--- config.mk ---
export PLATFORM = sky130hd
export DESIGN_NAME = sector_cache
export DESIGN_NICKNAME = d
export VERILOG_FILES = /design/src/rtl/sector_cache_pkg.sv /design/src/rtl/sector_cache_pick.sv /design/src/rtl/sector_cache_store.sv /design/src/rtl/sector_cache_ctrl.sv /design/src/rtl/sector_cache.sv
export SDC_FILE = /design/constraint.sdc
export NUM_CORES = 2
export LEC_CHECK = 0
export BUFFER_PORTS_ARGS = -buffer_cell sky130_fd_sc_hd__clkbuf_2
export CAP_MARGIN = 20
export CORE_UTILIZATION = 40
export DETAILED_ROUTE_END_ITERATION = 7
export PLACE_DENSITY = 0.62
export SLEW_MARGIN = 20
export SYNTH_ARGS = -nofsm -noshare
export SYNTH_HDL_FRONTEND = slang
export SYNTH_SLANG_ARGS = --single-unit
--- constraint.sdc ---
create_clock -name clk_i -period 4.4 [get_ports clk_i]
set_input_delay 0 -clock clk_i [delete_from_list [all_inputs] [get_ports clk_i]]
set_output_delay 0 -clock clk_i [all_outputs]
set_load 0.01 [all_outputs]
--- src/rtl/sector_cache_pkg.sv ---
package sector_cache_pkg;
  typedef enum logic [1:0] {
    WM_FETCH  = 2'd0,
    WM_AROUND = 2'd1,
    WM_ALLOC  = 2'd2,
    WM_RSVD   = 2'd3
  } wm_mode_e;

  typedef enum logic [2:0] {
    ST_IDLE, ST_WB, ST_ALLOC, ST_FILL_REQ, ST_FILL_WAIT, ST_UPD, ST_MEM_WR, ST_RESP
  } cstate_e;
endpackage

--- src/rtl/sector_cache_pick.sv ---
module sector_cache_pick #(
  parameter int N = 4,
  localparam int W = $clog2(N)
) (
  input  logic [N-1:0] req_i,
  output logic [W-1:0] idx_o
);
  always_comb begin
    idx_o = '0;
    for (int i = N - 1; i >= 0; i--) begin
      if (req_i[i]) idx_o = W'(i);
    end
  end
endmodule

--- src/rtl/sector_cache_store.sv ---
module sector_cache_store #(
  parameter int LINES   = 16,
  parameter int SECTORS = 4,
  parameter int DATA_W  = 32,
  parameter int TAG_W   = 6,
  localparam int IDX_W  = $clog2(LINES),
  localparam int SEC_W  = $clog2(SECTORS)
) (
  input  logic                      clk_i,
  input  logic                      rst_ni,
  input  logic [IDX_W-1:0]          idx_i,
  output logic [TAG_W-1:0]          tag_o,
  output logic [SECTORS-1:0]        valid_o,
  output logic [SECTORS-1:0]        dirty_o,
  output logic [SECTORS*DATA_W-1:0] data_o,
  input  logic                      word_we_i,
  input  logic [SEC_W-1:0]          word_sec_i,
  input  logic [DATA_W-1:0]         word_data_i,
  input  logic                      word_dirty_i,
  input  logic                      alloc_i,
  input  logic [TAG_W-1:0]          alloc_tag_i,
  input  logic                      clean_i,
  input  logic [SEC_W-1:0]          clean_sec_i
);
  logic [TAG_W-1:0]   tag_q   [LINES];
  logic [SECTORS-1:0] valid_q [LINES];
  logic [SECTORS-1:0] dirty_q [LINES];
  logic [DATA_W-1:0]  data_q  [LINES][SECTORS];

  always_ff @(posedge clk_i or negedge rst_ni) begin
    if (!rst_ni) begin
      for (int l = 0; l < LINES; l++) begin
        valid_q[l] <= '0;
        dirty_q[l] <= '0;
      end
    end else if (alloc_i) begin
      valid_q[idx_i] <= '0;
      dirty_q[idx_i] <= '0;
    end else begin
      if (word_we_i) begin
        valid_q[idx_i][word_sec_i] <= 1'b1;
        dirty_q[idx_i][word_sec_i] <= word_dirty_i;
      end else if (clean_i) begin
        dirty_q[idx_i][clean_sec_i] <= 1'b0;
      end
    end
  end

  always_ff @(posedge clk_i) begin
    if (alloc_i) tag_q[idx_i] <= alloc_tag_i;
    if (word_we_i) data_q[idx_i][word_sec_i] <= word_data_i;
  end

  assign tag_o   = tag_q[idx_i];
  assign valid_o = valid_q[idx_i];
  assign dirty_o = dirty_q[idx_i];

  for (genvar s = 0; s < SECTORS; s++) begin : g_rd
    assign data_o[s*DATA_W +: DATA_W] = data_q[idx_i][s];
  end
endmodule

--- src/rtl/sector_cache_ctrl.sv ---
module sector_cache_ctrl
  import sector_cache_pkg::*;
#(
  parameter int ADDR_W  = 12,
  parameter int LINES   = 16,
  parameter int SECTORS = 4,
  parameter int DATA_W  = 32,
  localparam int IDX_W  = $clog2(LINES),
  localparam int SEC_W  = $clog2(SECTORS),
  localparam int TAG_W  = ADDR_W - IDX_W - SEC_W
) (
  input  logic                      clk_i,
  input  logic                      rst_ni,
  input  logic [1:0]                wm_mode_i,
  input  logic                      req_valid_i,
  output logic                      req_ready_o,
  input  logic                      req_we_i,
  input  logic [ADDR_W-1:0]         req_addr_i,
  input  logic [DATA_W-1:0]         req_wdata_i,
  output logic                      rsp_valid_o,
  output logic [DATA_W-1:0]         rsp_rdata_o,
  output logic                      mem_req_valid_o,
  input  logic                      mem_req_ready_i,
  output logic                      mem_req_we_o,
  output logic [ADDR_W-1:0]         mem_req_addr_o,
  output logic [DATA_W-1:0]         mem_req_wdata_o,
  input  logic                      mem_rsp_valid_i,
  input  logic [DATA_W-1:0]         mem_rsp_rdata_i,
  output logic [IDX_W-1:0]          idx_o,
  input  logic [TAG_W-1:0]          line_tag_i,
  input  logic [SECTORS-1:0]        line_valid_i,
  input  logic [SECTORS-1:0]        line_dirty_i,
  input  logic [SECTORS*DATA_W-1:0] line_data_i,
  output logic                      word_we_o,
  output logic [SEC_W-1:0]          word_sec_o,
  output logic [DATA_W-1:0]         word_data_o,
  output logic                      word_dirty_o,
  output logic                      alloc_o,
  output logic [TAG_W-1:0]          alloc_tag_o,
  output logic                      clean_o,
  output logic [SEC_W-1:0]          clean_sec_o
);
  cstate_e            state_q, state_d;
  logic               we_q;
  logic [1:0]         mode_q;
  logic [TAG_W-1:0]   tag_q;
  logic [IDX_W-1:0]   idx_q;
  logic [SEC_W-1:0]   sec_q, fill_sec_q;
  logic [DATA_W-1:0]  wdata_q;

  wire idle = (state_q == ST_IDLE);
  wire accept = idle && req_valid_i;

  logic [TAG_W-1:0] lk_tag;
  logic [SEC_W-1:0] lk_sec;
  assign lk_tag = idle ? req_addr_i[ADDR_W-1 -: TAG_W] : tag_q;
  assign lk_sec = idle ? req_addr_i[SEC_W-1:0] : sec_q;
  assign idx_o  = idle ? req_addr_i[SEC_W +: IDX_W] : idx_q;

  wire line_match = (|line_valid_i) && (line_tag_i == lk_tag);
  wire sec_hit    = line_match && line_valid_i[lk_sec];
  wire any_dirty  = |line_dirty_i;

  logic [SEC_W-1:0] dirty_pick, inv_pick;
  sector_cache_pick #(.N(SECTORS)) u_pick_dirty (.req_i(line_dirty_i),  .idx_o(dirty_pick));
  sector_cache_pick #(.N(SECTORS)) u_pick_inv   (.req_i(~line_valid_i), .idx_o(inv_pick));

  wire [SECTORS-1:0] dirty_left = line_dirty_i & ~(SECTORS'(1) << dirty_pick);
  wire [SECTORS-1:0] valid_next = line_valid_i | (SECTORS'(1) << fill_sec_q);

  wire req_alloc = (wm_mode_i == WM_ALLOC);
  wire req_fetch = (wm_mode_i == WM_FETCH);
  wire q_alloc   = (mode_q == WM_ALLOC);

  always_comb begin
    state_d = state_q;
    unique case (state_q)
      ST_IDLE: if (accept) begin
        if (!req_we_i) begin
          if (sec_hit)         state_d = ST_RESP;
          else if (line_match) state_d = ST_FILL_REQ;
          else                 state_d = any_dirty ? ST_WB : ST_ALLOC;
        end else if (req_alloc) begin
          if (line_match)      state_d = ST_UPD;
          else                 state_d = any_dirty ? ST_WB : ST_ALLOC;
        end else if (req_fetch) begin
          if (sec_hit)         state_d = ST_UPD;
          else if (line_match) state_d = ST_FILL_REQ;
          else                 state_d = any_dirty ? ST_WB : ST_ALLOC;
        end else begin
          state_d = sec_hit ? ST_UPD : ST_MEM_WR;
        end
      end
      ST_WB:        if (mem_req_ready_i && dirty_left == '0) state_d = ST_ALLOC;
      ST_ALLOC:     state_d = (we_q && q_alloc) ? ST_UPD : ST_FILL_REQ;
      ST_FILL_REQ:  if (mem_req_ready_i) state_d = ST_FILL_WAIT;
      ST_FILL_WAIT: if (mem_rsp_valid_i) begin
        if (valid_next == '1) state_d = we_q ? ST_UPD : ST_RESP;
        else                  state_d = ST_FILL_REQ;
      end
      ST_UPD:       state_d = q_alloc ? ST_RESP : ST_MEM_WR;
      ST_MEM_WR:    if (mem_req_ready_i) state_d = ST_RESP;
      ST_RESP:      state_d = ST_IDLE;
      default:      state_d = ST_IDLE;
    endcase
  end

  always_ff @(posedge clk_i or negedge rst_ni) begin
    if (!rst_ni) begin
      state_q    <= ST_IDLE;
      we_q       <= 1'b0;
      mode_q     <= '0;
      tag_q      <= '0;
      idx_q      <= '0;
      sec_q      <= '0;
      wdata_q    <= '0;
      fill_sec_q <= '0;
    end else begin
      state_q <= state_d;
      if (accept) begin
        we_q    <= req_we_i;
        mode_q  <= wm_mode_i;
        tag_q   <= req_addr_i[ADDR_W-1 -: TAG_W];
        idx_q   <= req_addr_i[SEC_W +: IDX_W];
        sec_q   <= req_addr_i[SEC_W-1:0];
        wdata_q <= req_wdata_i;
      end
      if (state_q == ST_FILL_REQ && mem_req_ready_i) fill_sec_q <= inv_pick;
    end
  end

  always_comb begin
    mem_req_valid_o = 1'b0;
    mem_req_we_o    = 1'b0;
    mem_req_addr_o  = '0;
    mem_req_wdata_o = '0;
    word_we_o       = 1'b0;
    word_sec_o      = sec_q;
    word_data_o     = wdata_q;
    word_dirty_o    = 1'b0;
    alloc_o         = 1'b0;
    alloc_tag_o     = tag_q;
    clean_o         = 1'b0;
    clean_sec_o     = dirty_pick;
    unique case (state_q)
      ST_WB: begin
        mem_req_valid_o = 1'b1;
        mem_req_we_o    = 1'b1;
        mem_req_addr_o  = {line_tag_i, idx_q, dirty_pick};
        mem_req_wdata_o = line_data_i[dirty_pick*DATA_W +: DATA_W];
        clean_o         = mem_req_ready_i;
      end
      ST_ALLOC: alloc_o = 1'b1;
      ST_FILL_REQ: begin
        mem_req_valid_o = 1'b1;
        mem_req_addr_o  = {tag_q, idx_q, inv_pick};
      end
      ST_FILL_WAIT: begin
        word_we_o   = mem_rsp_valid_i;
        word_sec_o  = fill_sec_q;
        word_data_o = mem_rsp_rdata_i;
      end
      ST_UPD: begin
        word_we_o    = 1'b1;
        word_dirty_o = q_alloc;
      end
      ST_MEM_WR: begin
        mem_req_valid_o = 1'b1;
        mem_req_we_o    = 1'b1;
        mem_req_addr_o  = {tag_q, idx_q, sec_q};
        mem_req_wdata_o = wdata_q;
      end
      default: ;
    endcase
  end

  assign req_ready_o = idle;
  assign rsp_valid_o = (state_q == ST_RESP);
  assign rsp_rdata_o = line_data_i[lk_sec*DATA_W +: DATA_W];
endmodule

--- src/rtl/sector_cache.sv ---
module sector_cache #(
  parameter int ADDR_W  = 12,
  parameter int LINES   = 16,
  parameter int SECTORS = 4,
  parameter int DATA_W  = 32,
  localparam int IDX_W  = $clog2(LINES),
  localparam int SEC_W  = $clog2(SECTORS),
  localparam int TAG_W  = ADDR_W - IDX_W - SEC_W
) (
  input  logic              clk_i,
  input  logic              rst_ni,
  input  logic [1:0]        wm_mode_i,
  input  logic              req_valid_i,
  output logic              req_ready_o,
  input  logic              req_we_i,
  input  logic [ADDR_W-1:0] req_addr_i,
  input  logic [DATA_W-1:0] req_wdata_i,
  output logic              rsp_valid_o,
  output logic [DATA_W-1:0] rsp_rdata_o,
  output logic              mem_req_valid_o,
  input  logic              mem_req_ready_i,
  output logic              mem_req_we_o,
  output logic [ADDR_W-1:0] mem_req_addr_o,
  output logic [DATA_W-1:0] mem_req_wdata_o,
  input  logic              mem_rsp_valid_i,
  input  logic [DATA_W-1:0] mem_rsp_rdata_i
);
  logic [IDX_W-1:0]          idx;
  logic [TAG_W-1:0]          line_tag, alloc_tag;
  logic [SECTORS-1:0]        line_valid, line_dirty;
  logic [SECTORS*DATA_W-1:0] line_data;
  logic                      word_we, word_dirty, alloc, clean;
  logic [SEC_W-1:0]          word_sec, clean_sec;
  logic [DATA_W-1:0]         word_data;

  sector_cache_ctrl #(
    .ADDR_W(ADDR_W), .LINES(LINES), .SECTORS(SECTORS), .DATA_W(DATA_W)
  ) u_ctrl (
    .clk_i, .rst_ni, .wm_mode_i, .req_valid_i, .req_ready_o, .req_we_i,
    .req_addr_i, .req_wdata_i, .rsp_valid_o, .rsp_rdata_o,
    .mem_req_valid_o, .mem_req_ready_i, .mem_req_we_o, .mem_req_addr_o,
    .mem_req_wdata_o, .mem_rsp_valid_i, .mem_rsp_rdata_i,
    .idx_o(idx), .line_tag_i(line_tag), .line_valid_i(line_valid),
    .line_dirty_i(line_dirty), .line_data_i(line_data),
    .word_we_o(word_we), .word_sec_o(word_sec), .word_data_o(word_data),
    .word_dirty_o(word_dirty), .alloc_o(alloc), .alloc_tag_o(alloc_tag),
    .clean_o(clean), .clean_sec_o(clean_sec)
  );

  sector_cache_store #(
    .LINES(LINES), .SECTORS(SECTORS), .DATA_W(DATA_W), .TAG_W(TAG_W)
  ) u_store (
    .clk_i, .rst_ni, .idx_i(idx), .tag_o(line_tag), .valid_o(line_valid),
    .dirty_o(line_dirty), .data_o(line_data), .word_we_i(word_we),
    .word_sec_i(word_sec), .word_data_i(word_data), .word_dirty_i(word_dirty),
    .alloc_i(alloc), .alloc_tag_i(alloc_tag), .clean_i(clean),
    .clean_sec_i(clean_sec)
  );
endmodule

Word level (Yosys, flattened, before mapping). Memories as Yosys holds them, arrays and structs flattened. Cells that the tools add are included.

Shifts and indexed selects: 4. Bitwise operators: 12. Multiplexer cells: 70. $lt $le $gt $ge: 9. Reduce and logical (&&, ||, !) cells: 20. Equality and inequality tests: 16.

Operators by type and width (number): 64-bit 2-to-1 mux (5); 128-bit by 8-bit variable part select with 32-bit output (2); 64-bit AND (3); 128-bit 2-to-1 mux (1); 64-bit inverter (2); 64-bit bitwise mux (1); 32-bit demux with 2-bit select (1); 32-bit 2-to-1 mux (2); 64-bit OR (1); 32-bit case mux with 2 select lines (1); 4-bit demux with 4-bit select (3); 3-bit 2-to-1 mux (14); 12-bit case mux with 3 select lines (1); 4-bit binary-select mux with 4-bit select (2); 4-bit 2-to-1 mux (8); 2-bit 2-to-1 mux (13); 3-bit case mux with 8 select lines (1); 3-bit equality test (second input constant) (4); 1-bit 2-to-1 mux (12); 1-bit logical AND (10); 2-bit by 3-bit less-than comparator with 1-bit output (second input constant) (3); 2-bit inequality test (second input constant) (4); 4-bit inverter (2); 4-bit OR reduction (2); 28 further kinds (33).

Word-level logic and storage cells: 173. Memory bits (writable): 2144. Bits in registers: 180. Output and inout bits: 80. Memories kept: 2. Input bits: 84.

Memories: u_store.data_q (depth 16, bits a word 128, read ports 1, clocked after Yosys merged registers in 0, wr ports 1, line sector_cache_store.sv:28) `logic [DATA_W-1:0] data_q [LINES][SECTORS];`; u_store.tag_q (depth 16, bits a word 6, read ports 1, clocked after Yosys merged registers in 0, wr ports 1, line sector_cache_store.sv:25) `logic [TAG_W-1:0] tag_q [LINES];`.

Longest topological paths before layout.
Word-level depth: 21. Mapped depth: 16. Mapped depth without buffers: 11.

Hierarchy. Synthesis repeated with hierarchy kept, for this count alone.

Cells, all modules: 4492. Area, all modules: 92593.8 µm².

Modules (own cells, without submodules): sector_cache_store (sequential area each 67584.8 µm², area each 87496.4 µm², instances 1, cells an instance 4079); sector_cache_ctrl (sequential area each 1301.2 µm², area each 5042.3 µm², instances 1, cells an instance 403); sector_cache_pick (sequential area each 0.0 µm², area each 27.5 µm², instances 2, cells an instance 5).

Least setup slack after synthesis. Ideal clock, no wire load.

Kind: register to register. Start: reg u_ctrl.state_q[1]. End: reg u_store.dirty_q[51] (netlist name). Stages on the path, launching flop included: 15. Setup slack: 78 ps. Period minus slack after synthesis: 4322 ps. Setup time: 135 ps. Buffers on the path: 5. Arrival: 4188 ps. Data required time: 4265 ps. Cells stage by stage: dfrtp_1 buf_4 or3_1 buf_6 inv_2 clkbuf_1 buf_1 nand3_1 o21ai_1 nand2b_1 clkbuf_1 nor2_1 nor2_1 o21ai_0 o31ai_1.

Word-level cells in the longest chain between the ends: 21. Elaborated cells between the ends (all ways): 47. Classes of those cells: order compare: 6; eq/ne: 4; mux: 27; bitwise: 5; reduce/logical: 5.

Ends and longest elaborated chain: from (decl) (line sector_cache_ctrl.sv:43) `cstate_e state_q, state_d;`; from (signal assigned) (line sector_cache_ctrl.sv:119) `state_q <= state_d;`; 3-bit logical NOT (*) (line sector_cache_ctrl.sv:51) `wire idle = (state_q == ST_IDLE);`; via req_ready_o (line sector_cache.sv:14) `output logic req_ready_o,`; 4-bit 2-to-1 mux (*) (line sector_cache_ctrl.sv:58) `assign idx_o = idle ? req_addr_i[SEC_W +: IDX_W] : idx_q;`; 4-bit inverter with 5-bit output (not written as such) (*); 4-bit binary-select mux with 4-bit select (line sector_cache_store.sv:56) `assign dirty_o = dirty_q[idx_i];`; 4-bit 2-to-1 mux (not written as such) (2 in series) (line sector_cache_store.sv:56); 2-bit 2-to-1 mux (4 in series) (line sector_cache_pick.sv:11) `if (req_i[i]) idx_o = W'(i);`; 2-bit by 3-bit less-than comparator with 1-bit output (not written as such) or 2-bit by 1-bit greater-or-equal comparator with 1-bit output (tied branches) (line sector_cache_store.sv:44) `dirty_q[idx_i][clean_sec_i] <= 1'b0;`; [2 not listed]; 1-bit demux with 2-bit select; 4-bit 2-to-1 mux (not written as such) (line sector_cache_store.sv:44); 4-bit demux with 4-bit select (line sector_cache_store.sv:44); 64-bit inverter (no source line); 64-bit AND (no source line); 64-bit 2-to-1 mux (line sector_cache_store.sv:43) `end else if (clean_i) begin`; 64-bit 2-to-1 mux (line sector_cache_store.sv:40) `if (word_we_i) begin`; 64-bit 2-to-1 mux (*) (line sector_cache_store.sv:36) `end else if (alloc_i) begin`; to (signal, indexed assignment) (line sector_cache_store.sv:42) `dirty_q[idx_i][word_sec_i] <= word_dirty_i;`; to (decl) (line sector_cache_store.sv:27) `logic [SECTORS-1:0] dirty_q [LINES];`.

Mark *: on every way through the listed nets, which the timed path passes. The rest lies on a longest branch. The select of a mux whose other input is x is not followed. A chain may end at the register's enable or synchronous reset.

Worst setup path in the final report.
Start: reg u_ctrl.state_q[1]. End: out mem_req_wdata_o[0].

Word-level cells in the longest chain between the ends: 12. Elaborated cells between the ends (all ways): 15. Classes of those cells: eq/ne: 2; shift: 1; mux: 9; bitwise: 1; reduce/logical: 1; memory: 1.

Ends and longest elaborated chain: 3-bit logical NOT (line sector_cache_ctrl.sv:51); 4-bit 2-to-1 mux (line sector_cache_ctrl.sv:58); 4-bit inverter with 5-bit output (not written as such) (line sector_cache_store.sv:56); 4-bit binary-select mux with 4-bit select (line sector_cache_store.sv:56); 4-bit 2-to-1 mux (not written as such) (2 in series) (line sector_cache_store.sv:56); 2-bit 2-to-1 mux (4 in series) (line sector_cache_pick.sv:11); 128-bit by 8-bit variable part select with 32-bit output (line sector_cache_ctrl.sv:150) `mem_req_wdata_o = line_data_i[dirty_pick*DATA_W +: DATA_W];`; 32-bit case mux with 2 select lines (*) (line sector_cache_ctrl.sv:145) `unique case (state_q)`; to (decl) (line sector_cache.sv:24) `output logic [DATA_W-1:0] mem_req_wdata_o,`.

Every way passes the cells marked *; elsewhere a longest branch is shown, timed or not. The select of a mux whose other input is x is not followed.

==> impl_metrics.yaml <==
detailed_routing:
  drtAntennaViolNets: 0
  initial_drt_markers: 6977
  finalWirelength_mm: 292.5
  drc_violation_count_after_routing: 0
  num_vias: 57560
  detail_route.wl_per_cell_um: 30.28
  avgViaCountPerCell: 5.959
  first_pass_iters: 8
synthesis:
  synth.ff_latch_count: 2324
  ys_async_sr_fraction: 0.07745
  synth.net_count: 5519
  synth_ff_type: "edfxtp_1"
  post-synth-top-area-fraction: 0.6777
  edff_count_synth: 2144
  netlist-cell-type-count: 78
  synth_sequential_area_ratio: 0.7251
  synth_commonest_cells: "edfxtp_1, nand2_1, mux4_2, nor2_1, clkbuf_1"
  syn_avg_cell_area_um2: 17.48
  post_synth_top_area_cell: "edfxtp_1"
  yosys.cell_count.top_type: "edfxtp_1"
  netlist_area_um2: 95000
  synthTopCellsByArea: "edfxtp_1, mux4_2, dfrtp_1"
  synthCells: 5435
  synth.yosys.warnings: 0
placement:
  hpwlAfterDp_mm: 170.8
  gp_congestion: 0.9317
  i_o_buffers: 163
  dpl_worst_slack_ps: -191.2
timing:
  post-route-period-util: 1.082
  timing_worst_slew_pin_value_ps: 1145
  setup_viol: 39
  tns_ps: -7915
  period_needed_ps: 4761
  max_slew_margin: 0.2336
  fin_hold_ws_ps: -1.378
  maxSlewViolCount: 0
  finalClockSkew_ps: 48.89
  rsz0062_at_grt: "true"
  max_freq_mhz: 210.0
  worst_slack_ps: -361.0
  timing.final.hold_violations: 1
power:
  seq_power_share: 0.294
  power.ir.vdd_worst_mv: 0.9907
  power.clock.fraction: 0.187
  power-per-cell-area_nw_per_um2: 866.2
  intPower_mw: 62.26
  net-switching-power_mw: 40.16
  power.switching_fraction: 0.3921
  combinationalPowerShare: 0.519
  cellLeakagePower_nw: 39.59
  report.power.total_mw: 102.4
critical_path:
  cp_slowest_cell: "or4_4"
  crit_path_cell_trace: "buf_6, nor4b_4, nor2_4, buf_12, buf_16, mux2i_2, o22ai_1, or4_4, buf_6, or2_4, nor2_4, buf_12, buf_16, a221oi_2, o21ai_0, clkbuf_2"
  worst_r2r_endpoint: "u_store.dirty_q[3]"
  r2r_slack_ps: 200
  worstPathBufferInverterCount: 7
  timing.rr.start: "u_ctrl.state_q[1]"
  worst-endpoint-required_ps: 4400
  worst-endpoint-arrival_ps: 4760
  cp_slowest_stage_delay_ps: 580
  start_kind: "flip-flop"
  cp_top_family: "simple AND/OR/NAND/NOR gates"
  critical_path.max_fanout: 6
  endpoint_kind: "output port"
  timing.reg2reg.worst_path_depth: 19
  critical_path_class: "flip-flop to output port"
global_routing:
  grt_overflow: 0
  track_usage: 0.2414
  antenna_found_initial: 4
  largest_net_degree_at_the_start_of_global_routing: 123
  first_global_vias: 57300
  grt_pass1_wl_mm: 415.5
floorplanning:
  initial_core_util: 0.4032
  ioPinCount: 164
  core_box_area_um2: 235600
  dieArea_um2: 239500
  die_width_um: 489.3
  placement_rows: 178
  floorplan.die.height_um: 489.3
min_path:
  worstHoldPathType: "primary input to flip-flop"
  holdPathStages: 3
  hold_path_end: "u_store.data_q[15][4]"
  timing.hold.worst.start: "mem_rsp_rdata_i[4]"
finish:
  drive_above_1_share: 0.3355
  area_growth_pct: 24.45
  final_core_util: 0.5018
  num-nets-final: 6392
  final.fill_count: 19060
  multiInputGateArea_um2: 27440
  area_taken_by_flip_flops_and_latches_um2: 68890
cts:
  path_clk_slew_ps: 60
  ctsLongestPathBuffers: 3
  cts.sink_count: 2324
  tritoncts: "yes"
  clock_latency_ps: 880
  cell_at_the_root_of_the_clock_tree: "clkbuf_16"
  htreeDepth: 4
  cts_inserted_buffers: 231
status:
  outcome: "complete, but fails checks"
  failed_checks: "negative hold slack, negative setup slack"
flow_run:
  drv_cap: 0
## worst max-delay path by stage
stage               slack (ps)  cells after the start               from                   to
finish                    -360                     16  u_ctrl.state_q[1]   mem_req_wdata_o[0]
global route              -460                     16  u_ctrl.state_q[1]   mem_req_wdata_o[0]
CTS                       -300                     18  u_ctrl.state_q[1]  mem_req_wdata_o[23]
detailed placement        -190                     13  u_ctrl.state_q[0]   mem_req_wdata_o[8]
global placement          -190                     13  u_ctrl.state_q[0]   mem_req_wdata_o[8]
floorplan                   80                     14  u_ctrl.state_q[1]  u_store.dirty_q[51]
## worst reg2reg max path, delay by kind of cell (launching register included)
family / cells / cell delay [ps]
flops: 1 / 430
simple gates: 6 / 1570
compound gates: 3 / 410
buf+inv: 9 / 1430
mux: 1 / 220
## metal layers
metal | routed length, um | vias up | GRT usage
met1 | 113300 | 30370 | 0.3203
met4 | 15820 | 2 | 0.1234
met5 | 13 | - | 0
met2 | 140300 | 2984 | 0.3855
met3 | 23120 | 617 | 0.03814
li1 | - | 23590 | -
## layout by cell type, fill, tap and decap left out, drive strengths merged, types with 9 or more instances in the layout
cell            n
a211oi        173
a21oi         137
a221oi         32
a22o           32
a22oi          19
a31oi         178
a32oi          20
and2          134
buf           717
bufbuf         15
bufinv         15
clkbuf        442
clkinv        100
dfrtp         180
dlygate4sd3   117
edfxtp       2144
inv            10
mux2           60
mux2i         130
mux4          518
nand2         568
nand2b         13
nand3          36
nor2          354
nor2b          41
o21ai         163
o22ai          12
o31ai          31
or2             9
## metrics by stage
stage          std cells  area [um^2]
3_3_place_gp        8903       104100
2_1_floorplan       5435        95000
4_1_cts             9616       117000
6_report            9659       118200
3_5_place_dp        8903       104100
5_1_grt             9656       118200
## sequential cells by signal, indices dropped and copies added (netlist names)
register / count
u_ctrl.fill_sec_q: 2
u_ctrl.alloc_tag_o: 6
u_ctrl.state_q: 3
u_store.valid_q: 64
u_ctrl.wdata_q: 32
u_ctrl.idx_q: 4
u_store.data_q: 2048
u_ctrl.mode_q: 2
u_store.dirty_q: 64
u_ctrl.we_q: 1
u_ctrl.sec_q: 2
u_store.tag_q: 96
## final cells by class
type,instances,area share
Antenna cell,5,0.0001058
Clock buffer,304,0.05181
Clock inverter,125,0.009958
Inverter,5,0.0001799
Multi-Input combinational cell,2759,0.2321
Sequential cell,2324,0.5826
Tap cell,3150,0.03334
Timing Repair Buffer,987,0.08989
## power by group through the flow
stage	clock network [mW]	logic, mW	registers [mW]
floorplan	0	23.0	30.3
global route	20.2	55.2	30.2
global placement	0	41.7	30.5
finish	19.1	53.2	30.1
detailed placement	0	42.2	30.5
CTS	19.4	50.9	30.1
## what timing repair did
action | CTS | global route
hold buffers | 117 | 1
endpoints found under the setup margin | 66 | 69
gates cloned | 37 | 5
pin swaps | 60 | 57
gates resized for setup | 402 | 199
endpoints found under the hold margin | 992 | 2
buffers inserted | 133 | 48
## cell families after synthesis
family                   share of synthesized area
XOR/XNOR                                 0.0003688
AND/OR/NAND/NOR                            0.05562
flip-flops                                  0.7251
AO/OA/AOI/OAI                              0.05761
multiplexers                                0.1450
adder cells (fa/ha/maj)                  0.0001185
buffers and inverters                      0.01624
(Power assumes the default switching activity.)
